===== src/rtl/regspec_pkg.sv =====
package regspec_pkg;

  // operand size codes
  typedef enum logic [1:0] {
    OPSZ_8  = 2'd0,
    OPSZ_16 = 2'd1,
    OPSZ_32 = 2'd2,
    OPSZ_64 = 2'd3
  } opsize_e;

  // displacement size codes
  typedef enum logic [1:0] {
    DISP_NONE = 2'd0,
    DISP_8    = 2'd1,
    DISP_32   = 2'd2,
    DISP_RSVD = 2'd3
  } disp_e;

  // prefix extension bits after qualification
  typedef struct packed {
    logic w;
    logic r;
    logic x;
    logic b;
  } ext_bits_t;

endpackage


===== src/rtl/regspec_prefix.sv =====
module regspec_prefix
  import regspec_pkg::*;
#(
  parameter logic [3:0] PFX_TAG = 4'h4
) (
  input  logic      long_mode,
  input  logic      pfx_present,
  input  logic [7:0] pfx_byte,
  output ext_bits_t ext
);
  logic hit;

  assign hit = long_mode & pfx_present & (pfx_byte[7:4] == PFX_TAG);
  assign ext = hit ? ext_bits_t'(pfx_byte[3:0]) : '0;
endmodule


===== src/rtl/regspec_size.sv =====
module regspec_size
  import regspec_pkg::*;
(
  input  logic    byte_op,
  input  logic    opsz_ovr,
  input  logic    wide,
  output opsize_e size
);
  always_comb begin
    if (byte_op)       size = OPSZ_8;
    else if (wide)     size = OPSZ_64;
    else if (opsz_ovr) size = OPSZ_16;
    else               size = OPSZ_32;
  end
endmodule


===== src/rtl/regspec_addr.sv =====
module regspec_addr
  import regspec_pkg::*;
#(
  parameter int FIELD_W = 3,
  localparam int NUM_W = FIELD_W + 1
) (
  input  logic               long_mode,
  input  ext_bits_t          ext,
  input  logic [1:0]         mod_f,
  input  logic [FIELD_W-1:0] rm_f,
  input  logic [FIELD_W-1:0] sib_idx,
  input  logic [FIELD_W-1:0] sib_base,
  output logic [NUM_W-1:0]   rm_num,
  output logic [NUM_W-1:0]   base_num,
  output logic [NUM_W-1:0]   idx_num,
  output logic               sib_present,
  output logic               rip_rel,
  output logic               no_base,
  output logic               no_index,
  output disp_e              disp
);
  localparam logic [FIELD_W-1:0] CODE_ESC  = FIELD_W'(4);
  localparam logic [FIELD_W-1:0] CODE_DSP  = FIELD_W'(5);
  localparam logic [NUM_W-1:0]   IDX_NONE  = {1'b0, CODE_ESC};

  logic [NUM_W-1:0] idx_full;

  assign rm_num   = {ext.b, rm_f};
  assign idx_full = {ext.x, sib_idx};

  always_comb begin
    base_num    = '0;
    idx_num     = '0;
    sib_present = 1'b0;
    rip_rel     = 1'b0;
    no_base     = 1'b1;
    no_index    = 1'b1;
    unique case (mod_f)
      2'b01:   disp = DISP_8;
      2'b10:   disp = DISP_32;
      default: disp = DISP_NONE;
    endcase
    if (mod_f != 2'b11) begin
      if (rm_f == CODE_ESC) begin
        sib_present = 1'b1;
        if (idx_full != IDX_NONE) begin
          no_index = 1'b0;
          idx_num  = idx_full;
        end
        if (mod_f == 2'b00 && sib_base == CODE_DSP) begin
          disp = DISP_32;
        end else begin
          no_base  = 1'b0;
          base_num = {ext.b, sib_base};
        end
      end else if (mod_f == 2'b00 && rm_f == CODE_DSP) begin
        rip_rel = long_mode;
        disp    = DISP_32;
      end else begin
        no_base  = 1'b0;
        base_num = {ext.b, rm_f};
      end
    end
  end
endmodule


===== src/rtl/regspec_decoder.sv =====
module regspec_decoder
  import regspec_pkg::*;
#(
  parameter int         FIELD_W = 3,
  parameter logic [3:0] PFX_TAG = 4'h4,
  localparam int        NUM_W   = FIELD_W + 1
) (
  input  logic               clk,
  input  logic               rst,
  input  logic               in_valid,
  input  logic               long_mode,
  input  logic               pfx_present,
  input  logic [7:0]         pfx_byte,
  input  logic               opsz_ovr,
  input  logic               byte_op,
  input  logic [FIELD_W-1:0] opc_reg,
  input  logic [7:0]         modrm,
  input  logic [5:0]         sib_lo,
  output logic               out_valid,
  output logic [NUM_W-1:0]   reg_num,
  output logic [NUM_W-1:0]   rm_num,
  output logic [NUM_W-1:0]   base_num,
  output logic [NUM_W-1:0]   index_num,
  output logic [NUM_W-1:0]   opc_num,
  output logic [1:0]         op_size,
  output logic               sib_present,
  output logic               rip_rel,
  output logic               no_base,
  output logic               no_index,
  output logic [1:0]         disp_size
);
  ext_bits_t        ext;
  opsize_e          size_c;
  disp_e            disp_c;
  logic [NUM_W-1:0] rm_c, base_c, idx_c;
  logic             sib_c, rip_c, nb_c, ni_c;

  regspec_prefix #(.PFX_TAG(PFX_TAG)) u_prefix (
    .long_mode  (long_mode),
    .pfx_present(pfx_present),
    .pfx_byte   (pfx_byte),
    .ext        (ext)
  );

  regspec_size u_size (
    .byte_op (byte_op),
    .opsz_ovr(opsz_ovr),
    .wide    (ext.w),
    .size    (size_c)
  );

  regspec_addr #(.FIELD_W(FIELD_W)) u_addr (
    .long_mode  (long_mode),
    .ext        (ext),
    .mod_f      (modrm[7:6]),
    .rm_f       (modrm[FIELD_W-1:0]),
    .sib_idx    (sib_lo[2*FIELD_W-1:FIELD_W]),
    .sib_base   (sib_lo[FIELD_W-1:0]),
    .rm_num     (rm_c),
    .base_num   (base_c),
    .idx_num    (idx_c),
    .sib_present(sib_c),
    .rip_rel    (rip_c),
    .no_base    (nb_c),
    .no_index   (ni_c),
    .disp       (disp_c)
  );

  always_ff @(posedge clk) begin
    if (rst) begin
      out_valid   <= 1'b0;
      reg_num     <= '0;
      rm_num      <= '0;
      base_num    <= '0;
      index_num   <= '0;
      opc_num     <= '0;
      op_size     <= '0;
      sib_present <= 1'b0;
      rip_rel     <= 1'b0;
      no_base     <= 1'b0;
      no_index    <= 1'b0;
      disp_size   <= '0;
    end else begin
      out_valid <= in_valid;
      if (in_valid) begin
        reg_num     <= {ext.r, modrm[2*FIELD_W-1:FIELD_W]};
        rm_num      <= rm_c;
        base_num    <= base_c;
        index_num   <= idx_c;
        opc_num     <= {ext.b, opc_reg};
        op_size     <= size_c;
        sib_present <= sib_c;
        rip_rel     <= rip_c;
        no_base     <= nb_c;
        no_index    <= ni_c;
        disp_size   <= disp_c;
      end
    end
  end
endmodule


===== config.mk =====
export PLATFORM = sky130hd
export DESIGN_NAME = regspec_decoder
export DESIGN_NICKNAME = d
export VERILOG_FILES = /design/src/rtl/regspec_pkg.sv /design/src/rtl/regspec_prefix.sv /design/src/rtl/regspec_size.sv /design/src/rtl/regspec_addr.sv /design/src/rtl/regspec_decoder.sv
export SDC_FILE = /design/constraint.sdc
export NUM_CORES = 1
export LEC_CHECK = 0
export BUFFER_PORTS_ARGS = -buffer_cell sky130_fd_sc_hd__buf_4
export CAP_MARGIN = 20
export CORE_MARGIN = 2
export CORE_UTILIZATION = 30
export CTS_BUF_LIST = sky130_fd_sc_hd__clkbuf_8 sky130_fd_sc_hd__clkbuf_16
export DETAILED_ROUTE_END_ITERATION = 10
export MAX_ROUTING_LAYER = met4
export SLEW_MARGIN = 20
export SYNTH_ARGS = -nofsm -noshare
export SYNTH_HDL_FRONTEND = slang
export SYNTH_SLANG_ARGS = --single-unit

===== constraint.sdc =====
create_clock -name clk -period 1 [get_ports clk]
set_clock_uncertainty 0.1 [all_clocks]
set_input_delay 0.1 -clock clk [delete_from_list [all_inputs] [get_ports clk]]
set_output_delay 0.1 -clock clk [all_outputs]
set_load 0.005 [all_outputs]

==> metrics.cfg, run 1 <==
[clock_tree]
cts_root_buf = clkbuf_8
cts_tree = yes
clock_path_buffers = 2
clkTransAtPathRegs_ns = 0.10
clock-sinks = 28
cts_setup_buffers = 0
cts_made_buffers = 3
htreeDepth = 1
clock_latency_ns = 0.27

[floorplanning]
core_sq_um = 3690
die_h_um = 66.1
ios = 61
row_count = 22
die_width_um = 66.1
fp.dieArea_sq_um = 4370
start_util_pct = 31.3

[timing]
whs_ns = 0.0114
setup_slack_ns = 0.0542
slew_violations = 0
hold_violations = 0
finalCritPeriodShare_pct = 94.6
rsz0062_at_grt = false
max_clock_freq_mhz = 1060
period_needed_ns = 0.946
relSlewSlack_pct = 79.7
setup-violations-final = 0
tightest_slew_ns = 0.302
setup-tns-final_ns = 0

[run_status]
run_status = completed

[detailed_routing]
drc_errors = 0
routed_via_density = 4.58
first_iter_violations = 46
wl_per_cell_um = 12.4
firstDrtPassIters = 4
drtAntennaViolNets = 0
vias = 1181
finalWirelength_um = 3190

[yosys]
synthXorXnorAreaFrac_pct = 0
synth_compound_area_share_pct = 16.7
synth_common_cells = 28 x dfxtp_1, 20 x nor2_1, 16 x nand2_1, 9 x mux2i_1, 8 x a21oi_1
synth_enable_flop_cells = 0
synth_top_area_share_pct = 48.5
synth_top_family_by_area = simple AND/OR/NAND/NOR gates
synthDistinctLibCells = 35
synthMuxAreaShare_pct = 7.79
synthAdderAreaFrac_pct = 0
yosys_register_bits = 28
ys.flop_type = dfxtp_1
synth_area_sq_um = 1160
yosys-top-cells-area = dfxtp_1 48%, mux2i_1 7.8%, nor2_1 6.5%
async_reset_ff_share_pct = 0
synth.avg_cell_area_sq_um = 9.40
ys_seq_area_share_pct = 48.5
yosysMostFrequentCell = dfxtp_1
yosysTopAreaCell = dfxtp_1
syn-num-nets = 155
synthCells = 123
synth_warnings = 0
synthSimpleGateAreaFrac_pct = 22.3

[power]
p_seq_share_pct = 51.2
swShare_pct = 23.2
power_frac_comb_pct = 18.9
p_total_mw = 2.31
p_clk_share_pct = 29.9
internal_power_mw = 1.78
p_per_area_nw_per_um2 = 1190
irDropWorstVdd_v = 0.00123
p_sw_mw = 0.536
total_leakage_power_nw = 0.913

[cells_and_area]
utilization_pct = 52.6
layoutNonFillerInstCount = 258
drive_gt1_share_pct = 42.4
diodes = 0
area_growth_pct = 68.0
fin_nets = 243
finalInstanceArea_sq_um = 1940

[place]
dpl-instance-area_sq_um = 1770
dp_cells = 242
gp_congestion = 0.837
post-place-ws_ns = -0.184
hpwlAfterDp_um = 2510
port_buffers = 60

[critical_path]
path_max_fanout = 2
critPathRequiredTime_ns = 0.80
worstPathCellList = buf_4
slowest_delay_ns = 0.36
crit_family = flip-flops
critical-path-slowest-cell = dfxtp_1
path_depth = 1
crit_path_start_kind = flip-flop
critPathKind = reg2out
r2r_cells = 2
worstPathArrival_ns = 0.75
path_buf_inv = 1
end_kind = primary output

[global_route]
grt-ovfl-total = 0
grt_pass1_wl_um = 5320
grt_pass1_vias = 1183
antenna_found_initial = 0
grt_util_all_layers_pct = 15.8
grt_max_degree = 16

[worst_hold_path]
hold_path.class = in2reg
whs_path_depth = 3

[run]
max-cap-violations = 0

[cells by family after synthesis]
kind of cell           after synthesis
AO/OA/AOI/OAI                       27
buffers and inverters               10
flip-flops                          28
multiplexers                         9
AND/OR/NAND/NOR                     49
[final timing paths]
path                              startpoint      endpoint  slack (ns)
worst max register to register  disp_size[1]  disp_size[1]        0.19
worst min register to register   base_num[2]   base_num[2]        0.35
worst max-delay path            index_num[3]  index_num[3]        0.05
worst min-delay path               sib_lo[5]  index_num[2]        0.01
[layout by cell type, fill, tap and decap left out, types with 3 or more instances in the layout]
master	count
dfxtp_1	27
nand2_1	15
mux2i_1	9
inv_1	3
o21ai_1	3
dlygate4sd3_1	12
buf_4	78
clkbuf_8	4
nor2_1	20
a21oi_1	8
[layer usage]
layer,part of all wire (%),up-vias,wire length (um),global-route usage [%]
met3,7.0,2,224,4.43
met4,0.60,0,19,2.30
met1,42,537,1350,19.2
li1,-,601,-,-
met5,0,-,0,-
met2,50,41,1590,26.8
[sequential cells by signal, summed over array words and instances, names as in the netlist, 2 cells and up]
name	flops
disp_size	2
reg_num	4
base_num	4
opc_num	4
rm_num	3
op_size	2
index_num	4
[layout make-up]
class	count	area [sq um]
Inverter	3	11.3
Tap cell	48	60.1
Multi-Input combinational cell	85	548
Sequential cell	28	562
Fill cell	349	1750
Timing Repair Buffer	90	706
Clock buffer	4	55.1
[power by group through the flow]
stage | logic (mW) | clock network (mW) | registers, mW
floorplan | 0.138 | 0 | 1.21
global placement | 0.396 | 0 | 1.21
detailed placement | 0.403 | 0 | 1.21
CTS | 0.440 | 0.715 | 1.19
global route | 0.478 | 0.752 | 1.19
finish | 0.436 | 0.692 | 1.19
[what timing repair did]
action                                  4_1_cts  5_1_grt
hold buffers                                 12        0
endpoints found under the setup margin        0        2
endpoints found under the hold margin        14        0
gates resized for setup                       0        1
[tightest hold or removal path, stage by stage]
cell and delay (ns):
buf_4 0.11, nand3b_1 0.08, o21ai_1 0.06
Note: power is estimated with default switching activity, not from simulation.
==> inputs of run 2 (changes only) <==
==> constraint.sdc (replaced) <==
create_clock -name clk -period 0.9 [get_ports clk]
set_clock_uncertainty 0.1 [all_clocks]
set_input_delay 0.09 -clock clk [delete_from_list [all_inputs] [get_ports clk]]
set_output_delay 0.09 -clock clk [all_outputs]
set_load 0.005 [all_outputs]
==> run 2 against run 1 <==
  * The flow now finishes with violations (negative hold slack, negative setup slack)
  * Register-to-register slack lost 0.16 ns
  * Largest power group unchanged
  * Via count increased by 4.9%
  * Critical path depth did not move
  * Worst hold slack got worse by 0.036 ns
==> metrics.cfg, run 2 (synthesis results as in run 1) <==
[run_status]
run_status = complete, but fails checks
violations = negative hold slack, negative setup slack

[detailed_routing]
first_iter_violations = 47
routed_via_density = 4.66
firstDrtPassIters = 4
finalWirelength_um = 3490
drc_errors = 0
vias = 1239
drtAntennaViolNets = 0
wl_per_cell_um = 13.1

[critical_path]
worstPathCellList = buf_6
slowest_delay_ns = 0.37
worstPathArrival_ns = 0.74
crit_family = flip-flops
critical-path-slowest-cell = dfxtp_2
path_buf_inv = 1
crit_path_start_kind = flip-flop
critPathKind = reg2out
path_max_fanout = 3
critPathRequiredTime_ns = 0.71
end_kind = primary output

[global_route]
met2_usage_pct = 31.3
grt_pass1_wl_um = 5800
grt_max_degree = 17
use_met3_pct = 4.09
antenna_found_initial = 0
grt_pass1_vias = 1286
grtUsageMet1_pct = 20.0
grt-ovfl-total = 0
grt.busiest_layer = met2
grt_util_all_layers_pct = 17.3

[timing]
tightest_slew_ns = 0.322
relSlewSlack_pct = 78.5
finalCritPeriodShare_pct = 103
hold_violations = 1
setup-violations-final = 18
max_clock_freq_mhz = 1070
rsz0062_at_grt = true
setup_slack_ns = -0.0306
whs_ns = -0.0245
slew_violations = 0
period_needed_ns = 0.931

[cells_and_area]
finalInstanceArea_sq_um = 2210
final_common_cell = buf_4
diodes = 0
fin_nets = 251
area_growth_pct = 90.8
fillers = 328
layout_common_cells = 58 x buf_4, 29 x buf_6, 27 x dfxtp_2
drive_gt1_share_pct = 61.0

[floorplanning]
start_util_pct = 31.3
fp.dieArea_sq_um = 4370
core_sq_um = 3690
ios = 61
die_h_um = 66.1
die_width_um = 66.1
row_count = 22

[clock_tree]
clock-sinks = 28
cts_made_buffers = 3
clock_path_buffers = 2
htreeDepth = 1
clkTransAtPathRegs_ns = 0.10
clock_latency_ns = 0.28
cts_root_buf = clkbuf_8
cts_tree = yes

[power]
p_per_area_nw_per_um2 = 1300
total_leakage_power_nw = 1.03
p_total_mw = 2.87
irDropWorstVdd_v = 0.000991

[place]
port_buffers = 60
dpl-instance-area_sq_um = 1820
gp_congestion = 0.829
hpwlAfterDp_um = 2560

[worst_hold_path]
hold_path.class = in2reg

[run]
max-cap-violations = 0

## run 2: routing by layer
layer	up-vias	share of wire [%]
li1	619	-
met1	577	42
met5	-	0
met4	0	0.55
met3	2	6.0
met2	41	52
## run 2: repair_timing
action	in CTS	in global routing
pin swaps	0	9
setup buffers	4	1
hold buffers	11	0
hold endpoints to repair	13	0
gates resized for setup	55	12
setup endpoints to repair	29	40
## run 2: cell type report
class	instances	area (sq um)	area share [%]
repair buffers	98	885	40.1
multi-input cells	85	584	26.5
flip-flops and latches	28	594	26.9
inverters	3	11.3	0.510
clock inverters	1	30.0	1.36
well taps	48	60.1	2.72
clock buffers	3	41.3	1.87
## run 2: final timing paths
check	start	to	slack [ns]	depth (start not counted)
max reg2reg	index_num[1]	index_num[1]	0.03	3
min reg2reg	base_num[2]	base_num[2]	0.35	2
min	sib_lo[0]	base_num[0]	-0.02	3
max	opc_num[3]	opc_num[3]	-0.03	1
## run 2: where the power goes
group / switching [mW] / internal (mW) / leakage (nW)
logic: 0.208 / 0.344 / 0.753
registers: 0.0360 / 1.30 / 0.240
clock network: 0.385 / 0.595 / 0.0357
total: 0.629 / 2.24 / 1.03
## run 2: metrics by stage
step                      TNS (ns)  worst slack, ns  hold WS (ns)  utilization [%]  std cells
after floorplan             -0.271          -0.0906        0.0816                -        123
after global routing        -0.952          -0.0657       0.00587             59.8        266
after CTS                   -0.361          -0.0299        0.0120             58.9        267
after global placement       -3.15           -0.239         0.180             49.4        248
final                       -0.237          -0.0306       -0.0245             59.8        266
after detailed placement     -3.55           -0.289         0.185             49.4        248
